File: src/rtl/a429_tx_pkg.sv
`timescale 1ns/1ps
package a429_tx_pkg;
  typedef enum logic [1:0] {
    LVL_ZERO = 2'b00,
    LVL_POS  = 2'b01,
    LVL_NEG  = 2'b11
  } lvl_e;

  typedef struct packed {
    logic data;
    logic tx_en;
  } slot_t;
endpackage

File: src/rtl/a429_bit_fifo.sv
`timescale 1ns/1ps
module a429_bit_fifo
  import a429_tx_pkg::*;
#(
  parameter int DEPTH = 16,
  localparam int AW = (DEPTH > 1) ? $clog2(DEPTH) : 1,
  localparam int CW = $clog2(DEPTH + 1)
) (
  input  logic          clk_i,
  input  logic          rst_ni,
  input  logic          push_i,
  input  slot_t         wdata_i,
  input  logic          pop_i,
  output slot_t         rdata_o,
  output logic          empty_o,
  output logic          full_o,
  output logic [CW-1:0] count_o,
  output logic          ovf_o
);
  slot_t         mem_q [DEPTH];
  logic [AW-1:0] wr_ptr_q, rd_ptr_q;
  logic [CW-1:0] cnt_q;
  logic          wr_en, rd_en;

  assign empty_o = (cnt_q == '0);
  assign full_o  = (cnt_q == CW'(DEPTH));
  assign wr_en   = push_i && !full_o;
  assign rd_en   = pop_i && !empty_o;
  assign rdata_o = mem_q[rd_ptr_q];
  assign count_o = cnt_q;

  function automatic logic [AW-1:0] nxt(input logic [AW-1:0] p);
    return (p == AW'(DEPTH - 1)) ? '0 : p + 1'b1;
  endfunction

  always_ff @(posedge clk_i) begin
    if (wr_en) mem_q[wr_ptr_q] <= wdata_i;
  end

  always_ff @(posedge clk_i or negedge rst_ni) begin
    if (!rst_ni) begin
      wr_ptr_q <= '0;
      rd_ptr_q <= '0;
      cnt_q    <= '0;
      ovf_o    <= 1'b0;
    end else begin
      if (wr_en) wr_ptr_q <= nxt(wr_ptr_q);
      if (rd_en) rd_ptr_q <= nxt(rd_ptr_q);
      case ({wr_en, rd_en})
        2'b10:   cnt_q <= cnt_q + 1'b1;
        2'b01:   cnt_q <= cnt_q - 1'b1;
        default: cnt_q <= cnt_q;
      endcase
      if (push_i && full_o) ovf_o <= 1'b1;
    end
  end
endmodule

File: src/rtl/a429_rate_div.sv
`timescale 1ns/1ps
module a429_rate_div #(
  parameter int DIV = 10,
  localparam int DCW  = (DIV > 1) ? $clog2(DIV) : 1,
  localparam int HALF = DIV / 2
) (
  input  logic           clk_i,
  input  logic           rst_ni,
  input  logic           tick_i,
  input  logic           start_i,
  input  logic           run_i,
  output logic           period_end_o,
  output logic           first_half_o,
  output logic [DCW-1:0] cnt_o
);
  logic [DCW-1:0] cnt_q;

  assign period_end_o = run_i && tick_i && (cnt_q == DCW'(DIV - 1));
  assign first_half_o = (cnt_q < DCW'(HALF));
  assign cnt_o        = cnt_q;

  always_ff @(posedge clk_i or negedge rst_ni) begin
    if (!rst_ni)                cnt_q <= '0;
    else if (start_i)           cnt_q <= '0;
    else if (period_end_o)      cnt_q <= '0;
    else if (run_i && tick_i)   cnt_q <= cnt_q + 1'b1;
  end
endmodule

File: src/rtl/a429_rz_encoder.sv
`timescale 1ns/1ps
module a429_rz_encoder
  import a429_tx_pkg::*;
(
  input  logic       clk_i,
  input  logic       rst_ni,
  input  logic       load_i,
  input  slot_t      slot_i,
  input  logic       period_end_i,
  input  logic       first_half_i,
  output logic       active_o,
  output logic [1:0] line_a_o,
  output logic [1:0] line_b_o
);
  slot_t      cur_q;
  logic       drive;
  logic [1:0] lvl [2];

  always_ff @(posedge clk_i or negedge rst_ni) begin
    if (!rst_ni) begin
      active_o <= 1'b0;
      cur_q    <= '0;
    end else if (load_i) begin
      active_o <= 1'b1;
      cur_q    <= slot_i;
    end else if (period_end_i) begin
      active_o <= 1'b0;
    end
  end

  assign drive = active_o && cur_q.tx_en && first_half_i;

  // wire 0 (A) is positive on a 1, wire 1 (B) is its complement
  for (genvar g = 0; g < 2; g++) begin : g_wire
    localparam logic INV = (g == 1);
    always_comb begin
      if (!drive)                  lvl[g] = LVL_ZERO;
      else if (cur_q.data ^ INV)   lvl[g] = LVL_POS;
      else                         lvl[g] = LVL_NEG;
    end
  end

  assign line_a_o = lvl[0];
  assign line_b_o = lvl[1];
endmodule

File: src/rtl/a429_rz_tx.sv
`timescale 1ns/1ps
module a429_rz_tx
  import a429_tx_pkg::*;
#(
  parameter int DEPTH = 16,
  parameter int DIV   = 10
) (
  input  logic       clk_i,
  input  logic       rst_ni,
  input  logic       tick_i,
  input  logic       push_i,
  input  logic       bit_i,
  input  logic       tx_en_i,
  output logic [1:0] line_a_o,
  output logic [1:0] line_b_o,
  output logic       ready_o,
  output logic       overflow_o
);
  localparam int CW  = $clog2(DEPTH + 1);
  localparam int DCW = (DIV > 1) ? $clog2(DIV) : 1;

  slot_t          wslot, rslot;
  logic           fifo_empty, fifo_full;
  logic [CW-1:0]  fifo_cnt;
  logic           active, period_end, first_half, pop;
  logic [DCW-1:0] div_cnt;

  assign wslot = '{data: bit_i, tx_en: tx_en_i};
  // pop on a tick, either from idle or at the boundary of the running period
  assign pop   = tick_i && !fifo_empty && (!active || period_end);
  assign ready_o = fifo_empty && !active;

  a429_bit_fifo #(.DEPTH(DEPTH)) u_fifo (
    .clk_i   (clk_i),
    .rst_ni  (rst_ni),
    .push_i  (push_i),
    .wdata_i (wslot),
    .pop_i   (pop),
    .rdata_o (rslot),
    .empty_o (fifo_empty),
    .full_o  (fifo_full),
    .count_o (fifo_cnt),
    .ovf_o   (overflow_o)
  );

  a429_rate_div #(.DIV(DIV)) u_div (
    .clk_i        (clk_i),
    .rst_ni       (rst_ni),
    .tick_i       (tick_i),
    .start_i      (pop),
    .run_i        (active),
    .period_end_o (period_end),
    .first_half_o (first_half),
    .cnt_o        (div_cnt)
  );

  a429_rz_encoder u_enc (
    .clk_i        (clk_i),
    .rst_ni       (rst_ni),
    .load_i       (pop),
    .slot_i       (rslot),
    .period_end_i (period_end),
    .first_half_i (first_half),
    .active_o     (active),
    .line_a_o     (line_a_o),
    .line_b_o     (line_b_o)
  );
endmodule

File: config.mk
export PLATFORM = sky130hd
export DESIGN_NAME = a429_rz_tx
export DESIGN_NICKNAME = d
export VERILOG_FILES = /design/src/rtl/a429_tx_pkg.sv /design/src/rtl/a429_bit_fifo.sv /design/src/rtl/a429_rate_div.sv /design/src/rtl/a429_rz_encoder.sv /design/src/rtl/a429_rz_tx.sv
export SDC_FILE = /design/constraint.sdc
export NUM_CORES = 1
export LEC_CHECK = 0
export ABC_AREA = 1
export BUFFER_PORTS_ARGS = -buffer_cell sky130_fd_sc_hd__buf_2
export CAP_MARGIN = 40
export CORE_MARGIN = 2
export CORE_UTILIZATION = 55
export DETAILED_ROUTE_END_ITERATION = 8
export PLACE_DENSITY = 0.74
export SYNTH_ARGS = -nofsm -noshare
export SYNTH_HDL_FRONTEND = slang
export SYNTH_HIERARCHICAL = 1
export SYNTH_SLANG_ARGS = --single-unit
File: constraint.sdc
create_clock -name clk_i -period 5.42 [get_ports clk_i]
set_input_delay 0.813 -clock clk_i [delete_from_list [all_inputs] [get_ports clk_i]]
set_output_delay 0.813 -clock clk_i [all_outputs]
set_load 0.01 [all_outputs]
==> summary.md <==
| Metric | Value |
|---|---|
| Slew @ Worst Pin | `around 0.74 ns` |
| DP Worst Slack | `around 2.3 ns` |
| Hold Vio Cnt, Final | `0` |
| ANT nets after route | `0` |
| Iter 0 DRT Violations | `147` |
| Starting Density | `a little under three fifths` |
| CP max FO | `7` |
| Clock Pin Slew Worst Setup and Hold Paths | `0.10 ns` |
| CTS max path bufs | `2` |
| Clk sink count | `53` |
| Status | `finished, final reports clean` |
| Max-slew violations | `0` |
| Min-Delay Path Class | `in -> async` |
| RSZ-0062 raised after global routing | `false` |
| Largest net degree at the start of global routing | `22` |
| Setup WS post-layout | `roughly 2.6 ns` |
| Leak Pwr | `around 1.5 nW` |
| Die span in x | `76.04 um` |
| Die outline height | `76.04 um` |
| Area of the die | `5781 um^2` |
| Worst-skew pair later-pin latency | `slightly above 0.3 ns` |
| Post-synth net total | `350` |
| IO Pins | `12` |
| Fmax | `approximately 350 MHz` |
| PostCTS Resize Cnt | `0` |
| Met1 GRT Util | `between 20% and 30%` |
| Design Power | `between 1 and 1.5 mW` |
| Core area | `~5000 um^2` |
| Mapped Avg Cell Area | `about 8.6 um^2` |
| Layout cell share with drive strength beyond 1 | `~11%` |
| Row cnt | `26` |
| Nets@finish | `360` |
| Max-cap violation count | `0` |
| DRC | `0` |
| Num CTS Buffers | `5` |
| Gr busiest metal | `met2` |
| Post-Syn Instances | `between 300 and 400` |
| Antenna violations before repair | `0` |
| Gr ovfl total | `0` |
| # hold bufs at CTS | `0` |
| Post-DR wirelength/cell | `12.00 um` |
| H-Tree Depth | `2` |
| Hpwl dp | `around 3.6 mm` |
| Clock Tree Root | `clkbuf_8` |
| Netlist cell types | `29` |
| Vias per cell | `just under 5` |
| Worst vdd ir | `between 200 and 250 uV` |
| Final setup fails | `0` |
| Arr. time, crit path | `3.07 ns` |
| ANT cells | `0` |
| Period minus WS final | `2.860 ns` |
| CTS tree | `built` |
| Gpl congestion | `about 0.82` |
| Setup TNS | `0 ns` |
| Required @ worst endpoint | `5.63 ns` |
| Critical Path End Type | `register` |
| Grt met3 use | `between 3 and 4%` |
| Setup Crit Path Kind | `in -> reg` |
| GRT Overall Usage | `a little under a fifth` |
| First-pass GRT wire length | `8.528 mm` |
| Vias in the first global route | `around 1,900` |
| Synth Cell Area | `roughly 2900 um^2` |
| Routed Wire Length | `4.944 mm` |
| Tcrit/Tclk final | `~53%` |
| Seq cells post-synth | `53` |
| GR Layer Usage met2 | `a little under a third` |
| Rel. slew slack | `50.40%` |
| Synthesis warning total | `6` |
| Startpoint Class | `input port` |
| Area grow syn2layout | `5.831%` |
| Pwr dens | `461.4 nW/um^2` |
| TritonRoute pass-1 iters | `4` |
| Final Skew | `approximately 0.0079 ns` |
| Setup Buffers After CTS | `0` |
| Port buffer count | `11` |
| Routed via count | `2,026` |
| Sequential area share after synthesis | `a little over half` |
-- cell usage in the layout (no fill, tap or decap), drive strengths merged --
cell,count
clkinv,2
buf,11
o21bai,1
clkinvlp,1
nand2b,1
nand2,104
or2,1
xnor2,4
a21o,1
nor2,29
edfxtp,32
nand3,35
nand4,4
ha,12
fa,1
dfrtp,21
xor2,1
o21ai,12
clkbuf,5
a21oi,1
inv,63
-- per-stage QoR --
step | hold WS (ns) | utilization, % | std cells | instance area (um^2)
floorplan | 0.4710 | - | 331 | 2854
global placement | 0.4363 | 58.11 | 404 | 2930
detailed placement | 0.4414 | 58.11 | 404 | 2930
CTS | 0.4662 | 59.90 | 412 | 3020
global route | 0.4930 | 59.90 | 412 | 3020
finish | 0.4572 | 59.90 | 412 | 3020
-- kinds of logic (layout without fill, tap and decap cells) --
group	Yosys count	in the layout	share of synthesized area, %
adders and majority gates	13	13	5.962
DFF	53	53	52.08
AOI/OAI and AO/OA	15	15	2.806
buffers and inverters	71	82	10.87
and+or+nand+nor	174	174	26.74
xor gates and xnor gates	5	5	1.534
-- sequential cells by signal, indices dropped and copies added (netlist names) --
signal,cells
u_fifo/ovf_o,1
u_enc/active_o,1
u_fifo/mem_q,32
u_fifo/wr_ptr_q,4
u_fifo/rd_ptr_q,4
u_enc/cur_q,2
u_div/cnt_o,4
u_fifo/count_o,5
-- report_power, final --
part | switching (mW) | total (mW) | internal, mW
sequential | 0.122 | 0.642 | 0.520
clock | 0.128 | 0.220 | 0.0918
combinational | 0.331 | 0.531 | 0.200
-- Yosys cell counts (all sizes together) --
cell | number | area share (%)
a21o | 1 | 0.26
a21oi | 1 | 0.18
buf | 8 | 2.3
clkinv | 1 | 0.13
dfrtp | 21 | 18
edfxtp | 32 | 34
fa | 1 | 0.70
ha | 12 | 5.3
inv | 62 | 8.4
nand2 | 104 | 15
nand2b | 1 | 0.22
nand3 | 35 | 6.8
nand4 | 4 | 1.1
nor2 | 29 | 3.8
o21ai | 12 | 2.1
o21bai | 1 | 0.26
or2 | 1 | 0.22
xnor2 | 4 | 1.2
xor2 | 1 | 0.31
-- layer usage --
layer,vias to the layer above,share of wire [%]
li1,1049,-
met1,931,47
met2,40,48
met4,0,1.0
met5,-,0
met3,6,3.9
-- critical path, cell delays in order --
cell	delay (ns)
buf_2	0.09
nand2_1	0.06
inv_1	0.09
nand3_1	0.10
inv_1	0.09
nor2_1	0.05
nor2_1	0.36
nand2_2	0.16
inv_1	0.15
ha_1	0.29
ha_1	0.29
or2_2	0.29
nand3_1	0.08
nand2_1	0.05
nand2_1	0.05
nand2_1	0.04
-- path summary, 6_finish.rpt --
path / start / endpoint / slack [ns] / cells past startpoint
min: rst_ni / u_fifo/rd_ptr_q[0]$_DFFE_PN0P_ / 0.46 / 1
max reg2reg: u_div/cnt_o[1]$_DFFE_PN0P_ / u_fifo/count_o[4]$_DFFE_PN0P_ / 2.60 / 15
min in group clk_i: u_fifo/ovf_o$_DFFE_PN0P_ / u_fifo/ovf_o$_DFFE_PN0P_ / 0.46 / 1
max: tick_i / u_fifo/count_o[4]$_DFFE_PN0P_ / 2.56 / 16
max in group asynchronous: rst_ni / u_div/cnt_o[2]$_DFFE_PN0P_ / 4.62 / 1
min reg2reg: u_fifo/ovf_o$_DFFE_PN0P_ / u_fifo/ovf_o$_DFFE_PN0P_ / 0.46 / 1
-- area by class of cell --
class,count,area [um^2]
well taps,70,87.58
repair buffers,11,55.05
clock inverters,3,21.27
flip-flops and latches,53,1486
inverters,63,244.0
multi-input cells,207,1057
clock buffers,5,68.82
fillers,439,2022
(Power assumes the default switching activity.)
